==> src/rtl/swr_pkg.sv <==
package swr_pkg;
  localparam int unsigned SWR_AW = 8;
  localparam int unsigned SWR_DW = 24;

  typedef enum logic {
    PH_ADDR = 1'b0,
    PH_DATA = 1'b1
  } swr_phase_e;
endpackage

==> src/rtl/swr_sync.sv <==
module swr_sync #(
  parameter int unsigned     STAGES = 2,
  parameter int unsigned     W      = 1,
  parameter logic [W-1:0]    RST_V  = '0
) (
  input  logic         clk,
  input  logic         rst_n,
  input  logic [W-1:0] d_i,
  output logic [W-1:0] q_o
);
  logic [W-1:0] chain [STAGES];

  for (genvar s = 0; s < STAGES; s++) begin : g_stage
    always_ff @(posedge clk or negedge rst_n) begin
      if (!rst_n) begin
        chain[s] <= RST_V;
      end else if (s == 0) begin
        chain[s] <= d_i;
      end else begin
        chain[s] <= chain[(s == 0) ? 0 : s-1];
      end
    end
  end

  assign q_o = chain[STAGES-1];
endmodule

==> src/rtl/swr_edge.sv <==
module swr_edge (
  input  logic clk,
  input  logic rst_n,
  input  logic sclk_s,
  input  logic sel_s,
  output logic sclk_rise,
  output logic sel_rise
);
  logic sclk_q;
  logic sel_q;

  always_ff @(posedge clk or negedge rst_n) begin
    if (!rst_n) begin
      sclk_q <= 1'b0;
      sel_q  <= 1'b1;
    end else begin
      sclk_q <= sclk_s;
      sel_q  <= sel_s;
    end
  end

  assign sclk_rise = sclk_s & ~sclk_q;
  assign sel_rise  = sel_s & ~sel_q;
endmodule

==> src/rtl/swr_deser.sv <==
module swr_deser
  import swr_pkg::*;
#(
  parameter int unsigned AW = SWR_AW,
  parameter int unsigned DW = SWR_DW,
  localparam int unsigned CW = $clog2(DW + 1)
) (
  input  logic          clk,
  input  logic          rst_n,
  input  logic          sclk_rise,
  input  logic          sdat_s,
  input  logic          sel_s,
  output logic          bit_take,
  output logic [CW-1:0] bit_cnt,
  output swr_phase_e    phase,
  output logic          addr_ld,
  output logic [AW-1:0] addr_val,
  output logic          word_done,
  output logic [DW-1:0] word_val
);
  logic [DW-1:0] shreg;
  logic [DW-1:0] shreg_nxt;

  // shift a new bit in at the top; after n shifts the last n bits sit in
  // the upper n positions with the first-received bit lowest
  function automatic logic [DW-1:0] shift_lsb_first(input logic [DW-1:0] cur,
                                                     input logic b);
    return {b, cur[DW-1:1]};
  endfunction

  function automatic logic [AW-1:0] addr_field(input logic [DW-1:0] sr);
    return sr[DW-1 -: AW];
  endfunction

  assign bit_take  = sclk_rise & ~sel_s;
  assign shreg_nxt = shift_lsb_first(shreg, sdat_s);

  always_ff @(posedge clk or negedge rst_n) begin
    if (!rst_n) begin
      shreg     <= '0;
      bit_cnt   <= '0;
      phase     <= PH_ADDR;
      addr_ld   <= 1'b0;
      addr_val  <= '0;
      word_done <= 1'b0;
      word_val  <= '0;
    end else begin
      addr_ld   <= 1'b0;
      word_done <= 1'b0;
      if (sel_s) begin
        bit_cnt <= '0;
        phase   <= PH_ADDR;
      end else if (bit_take) begin
        shreg <= shreg_nxt;
        if (phase == PH_ADDR) begin
          if (bit_cnt == CW'(AW - 1)) begin
            addr_ld  <= 1'b1;
            addr_val <= addr_field(shreg_nxt);
            bit_cnt  <= '0;
            phase    <= PH_DATA;
          end else begin
            bit_cnt <= bit_cnt + 1'b1;
          end
        end else begin
          if (bit_cnt == CW'(DW - 1)) begin
            word_done <= 1'b1;
            word_val  <= shreg_nxt;
            bit_cnt   <= '0;
          end else begin
            bit_cnt <= bit_cnt + 1'b1;
          end
        end
      end
    end
  end
endmodule

==> src/rtl/swr_wrport.sv <==
module swr_wrport #(
  parameter int unsigned AW = 8,
  parameter int unsigned DW = 24
) (
  input  logic          clk,
  input  logic          rst_n,
  input  logic          addr_ld,
  input  logic [AW-1:0] addr_val,
  input  logic          word_done,
  input  logic [DW-1:0] word_val,
  output logic [AW-1:0] addr_cnt,
  output logic          wr_strobe,
  output logic [AW-1:0] wr_addr,
  output logic [DW-1:0] wr_data
);
  // modulo-2^AW step: 0xFF wraps to 0x00 for AW = 8
  function automatic logic [AW-1:0] addr_step(input logic [AW-1:0] a);
    return a + 1'b1;
  endfunction

  always_ff @(posedge clk or negedge rst_n) begin
    if (!rst_n) begin
      addr_cnt  <= '0;
      wr_strobe <= 1'b0;
      wr_addr   <= '0;
      wr_data   <= '0;
    end else begin
      wr_strobe <= word_done;
      if (addr_ld) begin
        addr_cnt <= addr_val;
      end else if (word_done) begin
        wr_addr  <= addr_cnt;
        wr_data  <= word_val;
        addr_cnt <= addr_step(addr_cnt);
      end
    end
  end
endmodule

==> src/rtl/ser_wr_slave.sv <==
module ser_wr_slave
  import swr_pkg::*;
#(
  parameter int unsigned AW          = SWR_AW,
  parameter int unsigned DW          = SWR_DW,
  parameter int unsigned SYNC_STAGES = 2,
  localparam int unsigned CW         = $clog2(DW + 1)
) (
  input  logic          clk,
  input  logic          rst_n,
  input  logic          sclk_i,
  input  logic          sdat_i,
  input  logic          sel_n_i,
  output logic          wr_strobe_o,
  output logic [AW-1:0] wr_addr_o,
  output logic [DW-1:0] wr_data_o
);
  logic          sclk_s;
  logic          sdat_s;
  logic          sel_s;
  logic          sclk_rise;
  logic          sel_rise;
  logic          bit_take;
  logic [CW-1:0] bit_cnt;
  swr_phase_e    phase;
  logic          addr_ld;
  logic [AW-1:0] addr_val;
  logic          word_done;
  logic [DW-1:0] word_val;
  logic [AW-1:0] addr_cnt;
  logic [2:0]    sync_q;

  swr_sync #(.STAGES(SYNC_STAGES), .W(3), .RST_V(3'b100)) u_sync (
    .clk   (clk),
    .rst_n (rst_n),
    .d_i   ({sel_n_i, sdat_i, sclk_i}),
    .q_o   (sync_q)
  );

  assign sclk_s = sync_q[0];
  assign sdat_s = sync_q[1];
  assign sel_s  = sync_q[2];

  swr_edge u_edge (
    .clk       (clk),
    .rst_n     (rst_n),
    .sclk_s    (sclk_s),
    .sel_s     (sel_s),
    .sclk_rise (sclk_rise),
    .sel_rise  (sel_rise)
  );

  swr_deser #(.AW(AW), .DW(DW)) u_deser (
    .clk       (clk),
    .rst_n     (rst_n),
    .sclk_rise (sclk_rise),
    .sdat_s    (sdat_s),
    .sel_s     (sel_s),
    .bit_take  (bit_take),
    .bit_cnt   (bit_cnt),
    .phase     (phase),
    .addr_ld   (addr_ld),
    .addr_val  (addr_val),
    .word_done (word_done),
    .word_val  (word_val)
  );

  swr_wrport #(.AW(AW), .DW(DW)) u_wrport (
    .clk       (clk),
    .rst_n     (rst_n),
    .addr_ld   (addr_ld),
    .addr_val  (addr_val),
    .word_done (word_done),
    .word_val  (word_val),
    .addr_cnt  (addr_cnt),
    .wr_strobe (wr_strobe_o),
    .wr_addr   (wr_addr_o),
    .wr_data   (wr_data_o)
  );
endmodule

==> config.mk <==
export PLATFORM = sky130hd
export DESIGN_NAME = ser_wr_slave
export DESIGN_NICKNAME = d
export VERILOG_FILES = /design/src/rtl/swr_pkg.sv /design/src/rtl/swr_sync.sv /design/src/rtl/swr_edge.sv /design/src/rtl/swr_deser.sv /design/src/rtl/swr_wrport.sv /design/src/rtl/ser_wr_slave.sv
export SDC_FILE = /design/constraint.sdc
export NUM_CORES = 1
export LEC_CHECK = 0
export BUFFER_PORTS_ARGS = -buffer_cell sky130_fd_sc_hd__buf_2
export CAP_MARGIN = 25
export CORE_MARGIN = 2
export CORE_UTILIZATION = 50
export CTS_CLUSTER_SIZE = 25
export DETAILED_ROUTE_END_ITERATION = 8
export GPL_TIMING_DRIVEN = 0
export PLACE_DENSITY = 0.69
export SLEW_MARGIN = 20
export SYNTH_ARGS = -nofsm -noshare
export SYNTH_HDL_FRONTEND = slang
export SYNTH_HIERARCHICAL = 1
export SYNTH_SLANG_ARGS = --single-unit
==> constraint.sdc <==
create_clock -name clk -period 2.7 [get_ports clk]
set_input_delay 0.54 -clock clk [delete_from_list [all_inputs] [get_ports clk]]
set_output_delay 0.54 -clock clk [all_outputs]
set_load 0.02 [all_outputs]
==> metrics.md <==
| Metric | Value |
|---|---|
| Post-Syn Area | `4482 um2` |
| First-pass GRT wire length | `approximately 12000 um` |
| Initial Utilization | `51.39%` |
| Post-synth net total | `291` |
| CP peak stage delay | `roughly 0.58 ns` |
| Post-CTS Hold Fix Bufs | `0` |
| CTS tree | `yes` |
| Largest net degree at the start of global routing | `75` |
| Vias in the first global route | `2295` |
| Drt total wl | `6775 um` |
| RSZ-0062 raised after global routing | `false` |
| Fin. Hold Viols | `0` |
| Via count | `around 2300` |
| Clk sink count | `111` |
| Die ar. | `9737 um2` |
| Commonest non-fill, non-tap cell in the layout | `dfrtp_1` |
| Post-DRT Antenna Nets | `0` |
| CP dominant cell by count | `buf_6` |
| Via density | `5.099` |
| Status | `finished clean` |
| Worst path cell trace | `buf_4 > nor2b_4 > nand2b_1 > buf_6 > nor4_4 > buf_6 > mux2_2` |
| Critical Path AT | `2.41 ns` |
| Chip height | `98.68 um` |
| Die Width | `98.68 um` |
| GPL Wtd Cong | `~0.73` |
| Hold Crit Class | `input pin to asynchronous set/reset pin` |
| All-Layer GR Usage | `between 10% and 20%` |
| Buf/Inv on CP | `3` |
| Slowest-stage cell, CP | `nor4_4` |
| Design Area, Final | `around 5100 um2` |
| Crit-path max FO | `10` |
| Largest buffer count on any clock path | `2` |
| Critical path endpoint category | `flop` |
| Final setup viols | `0` |
| Ant. Diodes | `0` |
| Yosys warnings | `6` |
| Leak Pwr | `0.002590 uW` |
| Wire per inst | `15.19 um` |
| Hold slack | `0.05899 ns` |
| Core Box Area | `roughly 8700 um2` |
| Design Power | `3107 uW` |
| Max transition margin | `58.88%` |
| Overflow after GRT | `0` |
| CP Launch Point | `u_sync/q_o[0]` |
| CP endpoint | `u_deser/word_val[1]` |
| Core Rows | `34` |
| CTS buffer count | `9` |
| Area grow syn2layout | `13.57%` |
| Cell count after synthesis | `284` |
| Fin cells | `roughly 450` |
| WP depth | `7` |
| Worst VDD drop | `0.0003443 V` |
| Critical Path RT | `approximately 3.0 ns` |
| Worst R2R Start | `u_sync/q_o[0]` |
| MaxCap Viol Count | `0` |
| Most frequent cells in the layout | `dfrtp_1, mux2_2, mux2_4` |
| Post-CTS Setup Inserts | `0` |
| Clk root buf | `clkbuf_8` |
| DRC errors left | `0` |
| DR pass1 iterations | `4` |
| Initial detailed-routing violation count | `84` |
| IO Pins | `38` |
| Slew @ Worst Pin | `0.6122 ns` |
| Kind of critical path | `flop to flop` |
| Placed cells | `430` |
| Worst reg2reg setup slack | `0.54 ns` |
| Nets | `340` |
| Worst r2r dst | `u_deser/word_val[1]` |
| Pwr dens | `610.4 nW/um2` |
| Post-DP HPWL | `about 4400 um` |
| Antenna violations before repair | `0` |
| DP Area | `4836 um2` |
| Fin. max-slew vios | `0` |
| Clk_skew | `0.01249 ns` |
| Fin util | `58.36%` |
| R2R depth | `7` |
| Crit share post-route | `79.84%` |
| Port Buffers | `37` |
| H-tree depth reported by CTS | `3` |
| Share of cells above drive strength 1 | `a little under half` |
| Avg Inst Size Synth | `15.78 um2` |
| Post_cts resized | `0` |
| Clock transition at the registers of the reported paths | `0.11 ns` |
| Worst skew pair latency | `between 0.3 and 0.4 ns` |
| Top delay family on crit path | `simple AND/OR/NAND/NOR gates` |
| Min cycle time layout | `2.156 ns` |
| Fmax | `roughly 460 MHz` |
| CP startpoint kind | `flop` |
-- cell type report --
class                   instances  area [um2]
clock inverters                 6       116.4
plain buffers                  16       138.9
fillers                       674        3631
multi-input cells             152        1544
repair buffers                 38       219.0
well taps                     108       135.1
flip-flops and latches        111        2780
inverters                       5       18.77
clock buffers                  10       137.6
-- routing by layer --
metal | part of all wire [%] | track usage (%) | vias up | routed length (um)
met5 | 0 | 0 | - | 0
met4 | 0.81 | 5.374 | 0 | 55
met3 | 3.3 | 3.972 | 4 | 224
met2 | 46 | 22.03 | 34 | 3132
met1 | 50 | 22.32 | 1149 | 3363
li1 | - | - | 1087 | -
-- how the worst min path moves through the flow --
stage,endpoint,slack (ns),cells after the start
after global routing,u_wrport/wr_strobe,0.06,1
after CTS,u_deser/addr_val[2],0.06,1
after floorplan,u_deser/addr_ld,0.24,0
after global placement,u_sync/q_o[0],0.33,0
after detailed placement,u_sync/q_o[0],0.34,0
final,u_wrport/wr_addr[1],0.06,1
-- registers in the layout (all words and copies together) (netlist names) --
name / flops
u_sync/chain: 3
u_deser/bit_cnt: 5
u_edge/sclk_q: 1
u_wrport/wr_data: 24
u_wrport/wr_addr: 8
u_wrport/addr_cnt: 8
u_deser/phase: 1
u_deser/shreg: 23
u_deser/word_val: 24
u_deser/addr_val: 8
u_deser/addr_ld: 1
u_sync/q_o: 3
u_deser/word_done: 1
u_wrport/wr_strobe: 1
-- power by group --
group | switching [uW] | leakage [uW] | internal [uW]
Combinational | 58.3 | 0.000943 | 64.6
Sequential | 58.7 | 0.00152 | 1730
Clock | 551 | 0.000127 | 648
-- metrics by stage --
step | setup TNS [ns] | setup WS (ns)
after CTS | 0 | 0.5150
after floorplan | 0 | 0.8122
final | 0 | 0.5443
after global placement | -18.39 | -0.1754
after global routing | 0 | 0.4111
after detailed placement | 0 | 0.5358
Power figures use the tool's default switching activity.
